--- config.mk ---
export PLATFORM = sky130hd
export DESIGN_NAME = keypad_bcd_encoder
export DESIGN_NICKNAME = d
export VERILOG_FILES = /design/src/rtl/keypad_enc_pkg.sv /design/src/rtl/digit_priority_ctrl.sv /design/src/rtl/bcd_code_datapath.sv /design/src/rtl/decimal_bcd_core.sv /design/src/rtl/keypad_bcd_encoder.sv
export SDC_FILE = /design/constraint.sdc
export NUM_CORES = 1
export LEC_CHECK = 0
export BUFFER_PORTS_ARGS = -buffer_cell sky130_fd_sc_hd__clkbuf_2
export CAP_MARGIN = 10
export CORE_AREA = 2 2 39 41
export DETAILED_ROUTE_END_ITERATION = 10
export DIE_AREA = 0 0 41 43
export MAX_ROUTING_LAYER = met4
export SLEW_MARGIN = 20
export SYNTH_ARGS = -nofsm -noshare
export SYNTH_HDL_FRONTEND = slang
export SYNTH_SLANG_ARGS = --single-unit
--- constraint.sdc ---
create_clock -name vclk -period 0.8
set_input_delay 0.04 -clock vclk [all_inputs]
set_output_delay 0.04 -clock vclk [all_outputs]
set_load 0.01 [all_outputs]
--- src/rtl/keypad_enc_pkg.sv ---
package keypad_enc_pkg;
  localparam int KEY_DIGITS = 9;
  localparam int CODE_W     = $clog2(KEY_DIGITS + 1);

  typedef struct packed {
    logic                  anyActive;
    logic [KEY_DIGITS-1:0] grant;
  } enc_strobe_t;
endpackage

--- src/rtl/digit_priority_ctrl.sv ---
module digit_priority_ctrl
  import keypad_enc_pkg::*;
(
  input  logic [KEY_DIGITS-1:0] keyReq,
  output enc_strobe_t           strobes
);
  logic [KEY_DIGITS-1:0] grantVec;

  generate
    for (genvar i = 0; i < KEY_DIGITS; i++) begin : g_grant
      if (i == KEY_DIGITS - 1) begin : g_top
        assign grantVec[i] = keyReq[i];
      end else begin : g_low
        assign grantVec[i] = keyReq[i] & ~(|keyReq[KEY_DIGITS-1:i+1]);
      end
    end
  endgenerate

  assign strobes.grant     = grantVec;
  assign strobes.anyActive = |keyReq;

  always_comb begin

    grant_onehot_chk: assert ($onehot0(strobes.grant));

    grant_idle_chk: assert ((keyReq != '0) || (strobes.grant == '0));
  end
endmodule

--- src/rtl/bcd_code_datapath.sv ---
module bcd_code_datapath
  import keypad_enc_pkg::*;
(
  input  enc_strobe_t       strobes,
  output logic [CODE_W-1:0] codeN
);
  logic [CODE_W-1:0] codeTrue;

  always_comb begin
    codeTrue = '0;
    for (int i = 0; i < KEY_DIGITS; i++) begin
      if (strobes.grant[i]) codeTrue = codeTrue | CODE_W'(i + 1);
    end
  end

  assign codeN = ~codeTrue;

  always_comb begin

    idle_code_chk: assert (strobes.anyActive || (codeN == '1));

    active_code_chk: assert (!strobes.anyActive || (codeN != '1));
  end
endmodule

--- src/rtl/decimal_bcd_core.sv ---
module decimal_bcd_core
  import keypad_enc_pkg::*;
(
  input  logic [KEY_DIGITS-1:0] lineN,
  output logic [CODE_W-1:0]     codeN
);
  enc_strobe_t strobes;

  digit_priority_ctrl u_ctrl (
    .keyReq  (~lineN),
    .strobes (strobes)
  );

  bcd_code_datapath u_dp (
    .strobes (strobes),
    .codeN   (codeN)
  );
endmodule

--- src/rtl/keypad_bcd_encoder.sv ---
module keypad_bcd_encoder
  import keypad_enc_pkg::*;
(
  input  logic [8:0] digitKeyN,
  input  logic       zeroKeyN,
  output logic [3:0] bcdCodeN,
  output logic       keyPressed
);
  decimal_bcd_core u_core (
    .lineN (digitKeyN),
    .codeN (bcdCodeN)
  );

  assign keyPressed = ~(&{digitKeyN, zeroKeyN});

  always_comb begin

    zero_flag_chk: assert (zeroKeyN || keyPressed);

    idle_flag_chk: assert (!keyPressed || (bcdCodeN != 4'hF) || !zeroKeyN);
  end
endmodule

==> qor.yml, run 1 <==
route:
  post-route-drc-count: 0
  firstDrtPassIters: 1
  via_per_inst: 3.58
  routed_wl_um: 356
  drt-initial-drc-count: 0
  ant_nets: 0
  detail_route.wl_per_cell_um: 7.42
  vias: 172
grt:
  met1_usage_pct: 3.16
  grt_overflow: 0
  grt_use_met2_pct: 10.0
  grtUsageTotal_pct: 4.30
  grt_start_max_net_pins: 4
  grt_pass1_wl_um: 558
  grt_pass1_vias: 166
  grt_antenna_before_repair: 0
  grt.busiest_layer: "met2"
  met3_usage_pct: 0
place:
  dpl_cell_area_um2: 195
  routabilityCongestion: 0.560
  dp.final_hpwl_um: 357
  port_buffers: 15
sta:
  slew_headroom_pct: 84.1
  rsz0062_at_grt: "false"
  slew_viol_final: 0
  fin_tns_setup_ns: 0
  fin_crit_sh_pct: 89.4
  fin_crit_ns: 0.715
  timing.fmax_ghz: 1.40
  hold_violations: 0
  finalSetupViolations: 0
  worstMarginPinSlew_ns: 0.236
die:
  fp.dieH_um: 43
  row_count: 14
  core-area_um2: 1380
  io_pins: 15
  start_util_pct: 7.23
  dieArea_um2: 1760
  die_x_um: 41
yosys:
  yosys-top-cells-count: "nand2_1, inv_1, o21ai_0"
  ys_warn_count: 0
  synth_top_area_share_pct: 18.8
  synth.area.mux_share_pct: 0
  syn_area_um2: 100
  avgSynthCellArea_um2: 5.89
  synth_area_leader_cell: "nand2_1"
  synthTopCellsByArea: "nand2_1, a221oi_2, nand4_2, inv_1, o21ai_0"
  synth-compound-area-share_pct: 38.8
  synth.most_common_cell: "nand2_1"
  ys_seq_area_share_pct: 0
  synth-simple-area-share_pct: 46.3
  syn_nets: 27
  synth_adder_area_share_pct: 0
  synth_top_family_by_area: "simple AND/OR/NAND/NOR gates"
  yosys.cell_types.count: 10
  synth_xor_area_share_pct: 0
  synth_cells: 17
power:
  p_int_w: 0.0000372
  power_w: 0.0000788
  clkPwrFrac_pct: 0
  seqPwrFrac_pct: 0
  combPwrFrac_pct: 100.0
  power_density_nw_per_um2: 404
  leakagePower_nw: 0.110
  switching_power_w: 0.0000416
  vdd_ir_drop_max_uv: 40.4
  switching_share_pct: 52.8
critical_path:
  critPathSlowestCell: "a221oi_2"
  critical_path.max_fanout: 3
  crit_start: "digitKeyN[1]"
  critPathLaunchType: "primary input"
  critPathCapture: "bcdCodeN[0]"
  worstPathRequired_ns: 0.76
  max_stage_delay_ns: 0.23
  end_kind: "output port"
  critPathArrivalTime_ns: 0.68
  criticalPathCategory: "primary input to output port"
  path_cells: "clkbuf_2 -> inv_1 -> o21ai_0 -> a221oi_2 -> buf_2"
final_layout:
  nNetsFinal: 44
  final_util_pct: 14.1
  diodes: 0
  drive_above_1_share_pct: 59.4
  num-clock-buffers: 0
  stdcell_area_um2: 195
  ff_latch_area_um2: 0
  area_delta_synth_final_pct: 95.0
  seq_cell_count: 0
clock_network:
  cts_setup_buffers: 0
run_status:
  outcome: "finished clean"
worst_hold_path:
  min_path_type: "primary input to output port"
flow_run:
  maxCapViolCount: 0
## layout make-up
cell class                      instances  area, µm²
Fill cell                             163       1190
Multi-Input combinational cell         13       85.1
Inverter                                4       15.0
Tap cell                               16       20.0
Timing Repair Buffer                   15       75.1
## critical path: cells and delay by family
kind | cells | cell delay (ns)
buffers and inverters | 3 | 0.30
AO/OA/AOI/OAI | 2 | 0.33
## cells by family after synthesis
family          Yosys count
simple gates              8
compound gates            5
buf+inv                   4
## cell usage in the layout (no fill, tap or decap)
| cell | Yosys | final |
|---|---|---|
| a21oi_1 | 1 | 1 |
| a221oi_2 | 1 | 1 |
| and4_1 | 1 | 1 |
| buf_2 | 0 | 1 |
| clkbuf_2 | 0 | 14 |
| clkinv_1 | 1 | 1 |
| inv_1 | 3 | 3 |
| nand2_1 | 5 | 5 |
| nand4_2 | 1 | 1 |
| nor2_2 | 1 | 1 |
| o21ai_0 | 2 | 2 |
| o21ai_2 | 1 | 1 |
## repair_timing
| item | in CTS | in global routing |
|---|---|---|
| resized for setup | 0 | 1 |
| endpoints found under the setup margin | 0 | 1 |
| hold buffers | 0 | 0 |
## per-layer routing
metal	vias to the layer above	wire length [µm]
li1	90	-
met1	76	113
met3	0	32
met4	0	0
met5	-	0
met2	6	210
## how the worst min path moves through the flow
stage / startpoint / to / cells past startpoint
floorplan: digitKeyN[7] / bcdCodeN[0] / 1
global placement: digitKeyN[7] / bcdCodeN[0] / 3
detailed placement: digitKeyN[7] / bcdCodeN[0] / 3
CTS: digitKeyN[7] / bcdCodeN[0] / 3
global route: digitKeyN[7] / bcdCodeN[0] / 3
finish: digitKeyN[7] / bcdCodeN[0] / 3
## power groups by stage
stage / combinational [W] / clock (W) / sequential, W
floorplan: 0.0000318 / 0 / 0
global route: 0.0000895 / 0 / 0
CTS: 0.0000803 / 0 / 0
finish: 0.0000788 / 0 / 0
global placement: 0.0000793 / 0 / 0
detailed placement: 0.0000799 / 0 / 0
## stage by stage
stage,setup slack [ns],instances,hold WS (ns)
6_report,0.0849,48,0.357
5_1_grt,0.000495,48,0.373
4_1_cts,0.0619,48,0.351
3_5_place_dp,0.0651,48,0.349
3_3_place_gp,0.0765,48,0.349
2_1_floorplan,0.293,17,0.134
Power figures use the tool's default switching activity.
==> run 2, diff against run 1 <==
--- a/config.mk
+++ b/config.mk
@@ -5,12 +5,13 @@
 export SDC_FILE = /design/constraint.sdc
 export NUM_CORES = 1
 export LEC_CHECK = 0
-export BUFFER_PORTS_ARGS = -buffer_cell sky130_fd_sc_hd__clkbuf_2
 export CAP_MARGIN = 10
 export CORE_AREA = 2 2 39 41
 export DETAILED_ROUTE_END_ITERATION = 10
 export DIE_AREA = 0 0 41 43
+export DONT_BUFFER_PORTS = 1
 export MAX_ROUTING_LAYER = met4
+export PLACE_DENSITY_LB_ADDON = 0.1
 export SLEW_MARGIN = 20
 export SYNTH_ARGS = -nofsm -noshare
 export SYNTH_HDL_FRONTEND = slang
==> qor.yml, run 2 (synthesized netlist as in run 1, its figures left out) <==
run_status:
  outcome: "finished clean"
final_layout:
  ff_latch_area_um2: 0  # unchanged
  nNetsFinal: 29  # -34%
  area_delta_synth_final_pct: 20.0
  layout_commonest_cell: "nand2_1"
  drive_above_1_share_pct: 23.5  # -36 points
  num-clock-buffers: 0  # unchanged
  fill_cells: 172  # +5.5%
  final_cell_mix: "nand2_1, inv_1, o21ai_0"
  fin_cells: 33  # -31%
  diodes: 0  # unchanged
  multiInputGateArea_um2: 85.1  # unchanged
  seq_cell_count: 0  # unchanged
  final_util_pct: 8.68  # -5.4 points
power:
  leakagePower_nw: 0.0482  # -56%
  power_density_nw_per_um2: 298  # -26%
  vdd_ir_drop_max_uv: 39.9  # -1.2%
  power_w: 0.0000358  # -55%
critical_path:
  worstPathRequired_ns: 0.76  # about the same
  criticalPathCategory: "primary input to output port"
  end_kind: "output port"
  max_stage_delay_ns: 0.34  # +0.11 ns
  crit_buf_inv: 1  # -2
  critPathSlowestCell: "a221oi_2"
  path_cells: "inv_1 -> o21ai_0 -> a221oi_2"
  critPathLaunchType: "primary input"
  crit_family: "compound AO/OA/AOI/OAI gates"
  cp.depth: 3  # -2
  critical_path.max_fanout: 3  # unchanged
  critPathArrivalTime_ns: 0.51  # -0.17 ns
  critPathCapture: "bcdCodeN[0]"
  crit_start: "digitKeyN[1]"
place:
  dp_cells: 33  # -31%
  port_buffers: 0  # -15
  routabilityCongestion: 0.551  # -1.7%
  dp.final_hpwl_um: 344  # -3.6%
  pre_cts_ws_ns: 0.238  # +0.173 ns
sta:
  timing.fmax_ghz: 1.81  # +29%
  setup_slack_ns: 0.247  # +0.162 ns
  slew_viol_final: 0  # unchanged
  worstMarginPinSlew_ns: 0.371  # +0.135 ns
  fin_crit_sh_pct: 69.2  # -20 points
  slew_headroom_pct: 75.0  # -9.1 points
  finalSetupViolations: 0  # unchanged
  hold_violations: 0  # unchanged
  rsz0062_at_grt: "false"
  fin_tns_setup_ns: 0  # unchanged
  fin_crit_ns: 0.553  # -0.162 ns
die:
  row_count: 14  # unchanged
  fp.dieH_um: 43  # unchanged
  dieArea_um2: 1760  # unchanged
  start_util_pct: 7.23  # unchanged
  io_pins: 15  # unchanged
  die_x_um: 41  # unchanged
  core-area_um2: 1380  # unchanged
worst_hold_path:
  whs_path_depth: 1  # -2
  min_path_type: "primary input to output port"
grt:
  grt_overflow: 0  # unchanged
  grt_antenna_before_repair: 0  # unchanged
  grt_start_max_net_pins: 4  # unchanged
  grt_pass1_wl_um: 572  # +2.5%
  grtUsageTotal_pct: 4.50  # +0.20 points
  grt_pass1_vias: 147  # -11%
clock_network:
  postCtsHoldBufs: 0  # unchanged
  postCtsResizedCells: 0  # unchanged
  cts_setup_buffers: 0  # unchanged
route:
  post-route-drc-count: 0  # unchanged
  firstDrtPassIters: 1  # unchanged
  routed_wl_um: 353  # -0.84%
  vias: 118  # -31%
  via_per_inst: 3.58  # -0.21%
  drt-initial-drc-count: 0  # unchanged
  detail_route.wl_per_cell_um: 10.7  # +44%
  ant_nets: 0  # unchanged
flow_run:
  maxCapViolCount: 0  # unchanged
[run 2: stage by stage]
step	instance area [µm²]	hold slack (ns)
after floorplan	100	0.134
after global placement	120	0.142
after detailed placement	120	0.142
after CTS	120	0.142
after global routing	120	0.151
final	120	0.140
[run 2: worst min path at each step]
stage | start | end
after floorplan | digitKeyN[7] | bcdCodeN[0]
after global placement | digitKeyN[7] | bcdCodeN[0]
after detailed placement | digitKeyN[7] | bcdCodeN[0]
after CTS | digitKeyN[7] | bcdCodeN[0]
after global routing | digitKeyN[7] | bcdCodeN[0]
final | digitKeyN[7] | bcdCodeN[0]
[run 2: layout make-up]
cell class,instances,area share (%)
Inverter,4,12.5
Multi-Input combinational cell,13,70.8
Tap cell,16,16.7
[run 2: metal layers]
metal  GRT usage, %  part of all wire, %  up-vias  wire length, µm
met5              -                    0        -                0
met3          0.524                   17        0               61
met1           5.06                   29       52              103
met2           8.44                   53        7              187
met4              0                    0        0                0
li1               -                    -       59                -
[run 2: power breakdown]
group	internal, W	switching [W]
sequential	0	0
clock	0	0
combinational	0.0000131	0.0000227
